<file path="src/rtl/wt_voice_osc.sv">
`timescale 1ns/1ps
module wt_voice_osc #(
  parameter int PH_W = 24,
  parameter int IDX_W = 9,
  parameter int DW = 8,
  parameter int AW = 8,
  parameter logic [AW-1:0] REG_BASE = 8'h10,
  parameter logic [1:0] WT_MODE = 2'd2
) (
  input  logic              clk,
  input  logic              rst_n,
  input  logic [1:0]        mode_i,
  input  logic              tick_i,
  input  logic              reg_we_i,
  input  logic [AW-1:0]     reg_addr_i,
  input  logic [7:0]        reg_wdata_i,
  output logic [7:0]        reg_rdata_o,
  output logic              ram_a_rd_o,
  output logic [IDX_W:0]    ram_a_addr_o,
  input  logic [DW-1:0]     ram_a_data_i,
  output logic              ram_b_rd_o,
  output logic [IDX_W:0]    ram_b_addr_o,
  input  logic [DW-1:0]     ram_b_data_i,
  output logic [4*DW-1:0]   voice_o,
  output logic              voice_valid_o
);
  localparam int NV = 4;
  localparam int SLOT_B = 4;
  localparam int SPAN = NV * 2 * SLOT_B;
  localparam int REG_BITS = 8 * SLOT_B;
  localparam logic [DW-1:0] SIGN_FLIP = DW'(1) << (DW - 1);

  logic [PH_W-1:0] phase [NV];
  logic [PH_W-1:0] incr  [NV];
  logic [PH_W-1:0] ph_nx [NV];
  logic [PH_W-1:0] in_nx [NV];

  logic [AW-1:0] off;
  logic          hit;
  logic [1:0]    sel_v;
  logic          sel_inc;
  logic [1:0]    sel_b;

  assign off     = reg_addr_i - REG_BASE;
  assign hit     = (int'(reg_addr_i) >= int'(REG_BASE)) && (int'(reg_addr_i) < int'(REG_BASE) + SPAN);
  assign sel_v   = off[4:3];
  assign sel_inc = off[2];
  assign sel_b   = off[1:0];

  always_comb begin
    for (int v = 0; v < NV; v++) begin
      ph_nx[v] = phase[v];
      in_nx[v] = incr[v];
      if (reg_we_i && hit && int'(sel_v) == v) begin
        for (int b = 0; b < PH_W; b++) begin
          if (SLOT_B - 1 - b / 8 == int'(sel_b)) begin
            if (sel_inc) in_nx[v][b] = reg_wdata_i[b % 8];
            else         ph_nx[v][b] = reg_wdata_i[b % 8];
          end
        end
      end
    end
  end

  logic [REG_BITS-1:0] rd_word;
  assign rd_word     = sel_inc ? REG_BITS'(incr[sel_v]) : REG_BITS'(phase[sel_v]);
  assign reg_rdata_o = hit ? rd_word[{2'(SLOT_B - 1) - sel_b, 3'b000} +: 8] : 8'h00;

  logic          busy;
  logic [1:0]    step;
  logic          accept;
  logic [DW-1:0] hold_a, hold_b;

  assign accept       = tick_i && (mode_i == WT_MODE) && !busy;
  assign ram_a_rd_o   = busy && (step != 2'd2);
  assign ram_b_rd_o   = ram_a_rd_o;
  assign ram_a_addr_o = {step[0], phase[{1'b0, step[0]}][PH_W-1 -: IDX_W]};
  assign ram_b_addr_o = {step[0], phase[{1'b1, step[0]}][PH_W-1 -: IDX_W]};

  always_ff @(posedge clk) begin
    if (!rst_n) begin
      for (int v = 0; v < NV; v++) begin
        phase[v] <= '0;
        incr[v]  <= '0;
      end
      busy          <= 1'b0;
      step          <= 2'd0;
      hold_a        <= '0;
      hold_b        <= '0;
      voice_o       <= '0;
      voice_valid_o <= 1'b0;
    end else begin
      for (int v = 0; v < NV; v++) begin
        incr[v]  <= in_nx[v];
        phase[v] <= accept ? ph_nx[v] + in_nx[v] : ph_nx[v];
      end
      voice_valid_o <= 1'b0;
      if (accept) begin
        busy <= 1'b1;
        step <= 2'd0;
      end else if (busy) begin
        step <= step + 2'd1;
        if (step == 2'd1) begin
          hold_a <= ram_a_data_i;
          hold_b <= ram_b_data_i;
        end
        if (step == 2'd2) begin
          busy                <= 1'b0;
          voice_valid_o       <= 1'b1;
          voice_o[0*DW +: DW] <= hold_a ^ SIGN_FLIP;
          voice_o[1*DW +: DW] <= ram_a_data_i ^ SIGN_FLIP;
          voice_o[2*DW +: DW] <= hold_b ^ SIGN_FLIP;
          voice_o[3*DW +: DW] <= ram_b_data_i ^ SIGN_FLIP;
        end
      end
    end
  end
endmodule

</file>
<file path="config.mk">
export PLATFORM = sky130hd
export DESIGN_NAME = wt_voice_osc
export DESIGN_NICKNAME = d
export VERILOG_FILES = /design/src/rtl/wt_voice_osc.sv
export SDC_FILE = /design/constraint.sdc
export NUM_CORES = 1
export LEC_CHECK = 0
export BUFFER_PORTS_ARGS = -buffer_cell sky130_fd_sc_hd__buf_2
export CORE_ASPECT_RATIO = 1.2
export CORE_MARGIN = 8
export CORE_UTILIZATION = 55
export CTS_CLUSTER_DIAMETER = 100
export CTS_CLUSTER_SIZE = 16
export DETAILED_ROUTE_END_ITERATION = 10
export GPL_ROUTABILITY_DRIVEN = 0
export GPL_TIMING_DRIVEN = 0
export PLACE_DENSITY = 0.73
export SYNTH_ARGS = -nofsm -noshare
export SYNTH_HDL_FRONTEND = slang
export SYNTH_SLANG_ARGS = --single-unit
</file>
<file path="constraint.sdc">
create_clock -name clk -period 13.1 [get_ports clk]
set_input_delay 1.965 -clock clk [delete_from_list [all_inputs] [get_ports clk]]
set_output_delay 1.965 -clock clk [all_outputs]
set_load 0.005 [all_outputs]
</file>
### Word-level counts from Yosys, hierarchy flattened

Memory sizes are Yosys's and may differ from the RTL's. A register that Yosys moved wholly into a read port is not among the register bits.
Index checks and enable logic that the tools add are counted.

* register bits after elaboration: 52
* bits in writable memories: 192
* input bits: 38
* output and inout bits: 63
* logic and storage cells: 474
* memories kept: 2

Memories
* incr: words 4, width 24, read ports 5, clocked after Yosys merged registers in 0, write ports 4, line 34 `logic [PH_W-1:0] incr [NV];`
* phase: words 4, width 24, read ports 7, clocked after Yosys merged registers in 2, write ports 4, line 33 `logic [PH_W-1:0] phase [NV];`

* add/subtract/negate cells: 7
* $lt $le $gt $ge: 2
* equality and inequality tests: 10
* shifts and indexed selects: 1
* mux-type cells: 416
* bitwise gates (word level): 15
* reduce and logical (&&, ||, !) cells: 15

Operators by type and width (count)
* 24-bit two-way mux: 21
* 1-bit two-way mux: 390
* 24-bit adder: 4
* 32-bit by 6-bit indexed part select with 8-bit output: 1
* 1-bit logical AND: 9
* 2-bit equality test (second input constant): 4
* 8-bit by 5-bit greater-or-equal comparator with 1-bit output (second input constant): 1
* 8-bit by 6-bit less-than comparator with 1-bit output (second input constant): 1
* 2-bit two-way mux: 4
* 8-bit two-way mux: 1
* 1-bit OR: 8
* 1-bit inverter: 7
* 3-bit AND reduction: 2
* 5-bit subtractor (second input constant): 1
* 2-bit by 1-bit equality test with 1-bit output (second input constant): 2
* 2-bit equality test (first input constant): 2
* 3-bit OR reduction: 1
* 2-bit by 1-bit adder with 2-bit output (second input constant): 1
* 1-bit by 2-bit equality test with 1-bit output (first input constant): 1
* 2-bit logical NOT: 1
* 2-bit != test (second input constant): 1
* 2-bit OR reduction: 1
* 2-bit subtractor (first input constant): 1
* 1-bit logical NOT: 1

### Longest topological paths before layout

* depth after elaboration: 8
* depth in mapped cells: 20

### Worst setup path after synthesis

Ideal clock, no wire load.

* path type: input -> output
* from: input reg_addr_i[4]
* to: output reg_rdata_o[2]
* data arrival time: 4.085 ns
* required time: 11.135 ns
* path slack: 7.050 ns
* stages on the path: 8
* buffers on the path: 3
* cells stage by stage: clkbuf_1 > buf_1 > clkbuf_1 > mux4_2 > a32oi_1 > nand2_1 > a31oi_1 > nor2_1

* word-level cells in the longest chain between the ends: 5

RTL lines
* from (decl): line 15 `input logic [AW-1:0] reg_addr_i,`
* 5-bit subtractor: line 44 `assign off = reg_addr_i - REG_BASE;`
* memory read 4 x 24 bit (on tied branches)
* 24-bit two-way mux: line 66 `assign rd_word = sel_inc ? REG_BITS'(incr[sel_v]) : REG_BITS'(phase[sel_v]);`
* 32-bit by 6-bit indexed part select with 8-bit output: line 67 `assign reg_rdata_o = hit ? rd_word[{2'(SLOT_B - 1) - sel_b, 3'b000} +: 8] : 8'h00;`
* 8-bit two-way mux *: line 67
* to (decl): line 17 `output logic [7:0] reg_rdata_o,`

Mark *: on every way between the ends. The rest lies on a longest branch, timed or not.

==> results.py <==
metrics = {
    "die": {
        "die_w_um": 179,
        "placementRows": 71,
        "start_util_pct": 56.0,
        "core_um2": 31400,
        "dieArea_um2": 37900,
        "boundaryPins": 101,
        "die-height_um": 212,
    },
    "min_path": {
        "hp-class": "flop to flop",
    },
    "critical_path": {
        "r2r_setup_slack_ns": 8.87,
        "worst-r2r-cell-count": 11,
        "slowest_delay_ns": 1.02,
        "cp-start-kind": "input pin",
        "regToRegStartpoint": "phase[3][15]",
        "crit_slowest_cell": "clkbuf_1",
        "crit_arrival_ns": 7.85,
        "critical_path_class": "input pin to flop",
        "cp_cell_sequence": "buf_2 > clkbuf_1 > clkbuf_1 > clkbuf_1 > mux2_2 > ha_1 > nand2_1 > or4_1 > a2111oi_0 > a21oi_1 > o311ai_1 > a221oi_1 > mux2i_1 > mux2i_1",
        "crit_end": "phase[3][23]",
        "end_kind": "flop",
        "path_delay_family": "buffers and inverters",
        "cp-startpoint": "reg_wdata_i[4]",
        "worst_r2r_endpoint": "phase[3][23]",
        "worstSetupPathDepth": 14,
        "critPathMostFrequentCell": "clkbuf_1",
        "crit_path_max_fanout": 10,
        "crit_required_ns": 13.56,
        "path_buf_inv": 4,
    },
    "cells_and_area": {
        "synthToLayoutAreaGrowth_pct": 8.33,
        "final_layout_size_suffix_gt1_share_pct": 18.4,
        "fin_nets": 2219,
        "utilization_pct": 60.6,
        "fillCellCount": 2719,
    },
    "clock_tree": {
        "insertion_delay_ns": 0.53,
        "cts-root-buf": "clkbuf_16",
        "cts_tree": "done",
        "post-cts-setup-buffers": 0,
        "ctsHtreeMaxLevel": 1,
        "cts_buffers": 19,
        "clock_sinks": 245,
        "holdBufCountCts": 0,
        "clkTransAtPathRegs_ns": 0.08,
        "cts.repair.resized": 0,
        "clockBufferDepth": 3,
    },
    "sta": {
        "finalHoldViolCount": 0,
        "setup_viol": 0,
        "finalCritPeriodShare_pct": 56.4,
        "fmax_mhz": 135,
        "layout_setup_ws_ns": 5.71,
        "worst_slew_margin_rel_pct": 12.9,
        "finClkSkew_ns": 0.0237,
        "fin_tns_setup_ns": 0,
        "min_period_ns": 7.39,
        "max_slew.worst_pin.slew_ns": 1.31,
        "rsz0062_at_grt": "no",
        "maxSlewViolCount": 0,
    },
    "logic_synthesis": {
        "synthDominantCellAreaShare_pct": 27.9,
        "synth_seq_cells": 245,
        "synthCells": 1981,
        "synth_top_cell_by_area": "dfxtp_1",
        "synth_area_leaders": "dfxtp_1 28%, mux2_2 11%, mux4_2 6.4%",
        "synth_edf_count": 0,
        "ys.flop_type": "dfxtp_1",
        "synth-async-reset-ratio_pct": 0,
        "yosysWarnings": 0,
        "seq_area_frac_synth_pct": 27.9,
        "syn_area_per_cell_um2": 8.86,
        "synth_nets": 2105,
        "netlist_area_um2": 17600,
        "yosys.cell_types.count": 86,
    },
    "pwr": {
        "p_leak_uw": 0.00827,
        "p_per_area_nw_per_um2": 78.6,
        "vdd.ir_drop.worst_mv": 0.0807,
    },
    "grt": {
        "grt.overflow.total": 0,
        "gr-usage-all-layers_pct": 33.6,
        "grt_max_degree": 17,
        "grt_pass1_vias": 16200,
        "antenna_found_initial": 2,
        "grt_pass1_wl_um": 96400,
    },
    "drt": {
        "drt_iter0_markers": 2146,
        "wl_um": 65200,
        "routedWlPerCell_um": 26.1,
        "vias": 16700,
        "drc_errors": 0,
        "via_per_inst": 6.67,
        "firstDrtPassIters": 6,
        "ant_nets": 0,
    },
    "placement": {
        "io_buffers": 93,
        "dp_hpwl_um": 49000,
        "pre_cts_ws_ns": 5.50,
    },
    "job": {
        "cap_violations": 0,
    },
    "status": {
        "outcome": "complete, no violations",
    },
}
state kept, by name, indices dropped and copies added, names as in the netlist, named ones only:
| register | cells |
|---|---|
| incr | 96 |
| step | 2 |
| hold_a | 8 |
| hold_b | 8 |
| phase | 96 |
| busy | 1 |
| voice_o | 32 |
| voice_valid_o | 1 |
area by class of cell:
| cell class | instances | area [um2] | area share [%] |
|---|---|---|---|
| inverters | 36 | 135 | 0.711 |
| clock inverters | 1 | 16.3 | 0.0856 |
| multi-input cells | 1575 | 12000 | 63.1 |
| repair buffers | 93 | 465 | 2.45 |
| well taps | 401 | 502 | 2.64 |
| flip-flops and latches | 245 | 4900 | 25.8 |
| plain buffers | 125 | 512 | 2.69 |
| diodes | 1 | 2.50 | 0.0132 |
| clock buffers | 19 | 475 | 2.50 |
layout by cell type (no fill, tap or decap), drive strengths merged, types with 65 or more instances in the layout:
master and n:
xnor2 70, mux2 177, o21ai 78, mux2i 65
buf 126, nand2 207, clkbuf 111, dfxtp 245
nor2 162, ha 82, and2 90, a21oi 126
report_power, final:
| group | switching [uW] | leakage (uW) | total [uW] | internal, uW |
|---|---|---|---|---|
| Clock | 288 | 0.000241 | 548 | 260 |
| Sequential | 10.6 | 0.00198 | 764 | 753 |
| Combinational | 126 | 0.00605 | 183 | 57.1 |
logic make-up (layout without fill, tap and decap cells):
| logic type | count (synthesis) | count (layout) | synth area share (%) |
|---|---|---|---|
| AO/OA/AOI/OAI | 454 | 454 | 17.4 |
| XOR/XNOR | 127 | 127 | 6.34 |
| adder cells (fa/ha/maj) | 91 | 91 | 6.59 |
| buffers and inverters | 161 | 274 | 3.69 |
| flip-flops | 245 | 245 | 27.9 |
| multiplexers | 292 | 292 | 21.5 |
| other | 0 | 1 | 0 |
| AND/OR/NAND/NOR | 611 | 611 | 16.6 |
cells in the mapped netlist (all sizes together), types with 5 or more instances:
master,count
and3,19
mux2,177
xnor2,70
maj3,5
a22oi,11
a311oi,6
o21bai,18
a21o,47
xor2,57
clkbuf,92
nor3b,7
o21ai,78
nand4,16
buf,33
nor2b,12
a211o,5
nor3,25
nand2b,12
nand2,207
o31ai,19
a221oi,10
and2,90
o211ai,8
a211oi,54
mux2i,65
ha,82
nor2,162
o311ai,7
nand3,35
a21oi,126
dfxtp,245
inv,36
a31oi,24
mux4,50
or3,8
worst min path at each step:
stage          depth (start not counted)          end   startpoint  slack, ns
3_3_place_gp                           2  voice_o[22]    hold_b[6]       0.44
5_1_grt                                2    hold_a[0]    hold_a[0]       0.47
4_1_cts                                2   voice_o[8]   voice_o[8]       0.46
6_report                               2  voice_o[30]  voice_o[30]       0.46
2_1_floorplan                          2   voice_o[0]    hold_a[0]       0.43
3_5_place_dp                           2   voice_o[8]   voice_o[8]       0.45
worst register-to-register path: stages, from the launching register on:
cell       delay [ns]
dfxtp_1          0.35
mux2_2           0.30
ha_1             0.28
clkbuf_1         0.31
nand3_1          0.25
or4_1            0.63
a2111oi_0        0.63
a21oi_1          0.34
o311ai_1         0.48
a221oi_1         0.18
mux2i_1          0.23
mux2i_1          0.20
per-layer routing:
metal	vias up	GRT usage [%]	share of wire (%)	routed length [um]
met5	-	0	0.020	13
met4	2	23.0	7.9	5180
met3	256	9.36	13	8720
met2	1120	51.0	43	28000
met1	7864	40.8	36	23300
li1	7412	-	-	-
per-stage QoR:
step	std cells	instance area (um2)	total power (uW)	hold slack [ns]
after floorplan	1981	17600	884	0.432
after CTS	2495	19000	1480	0.457
final	2496	19000	1500	0.457
after global placement	2475	18500	951	0.437
after detailed placement	2475	18500	954	0.446
after global routing	2495	19000	1530	0.470
Note: power is estimated with default switching activity, not from simulation.
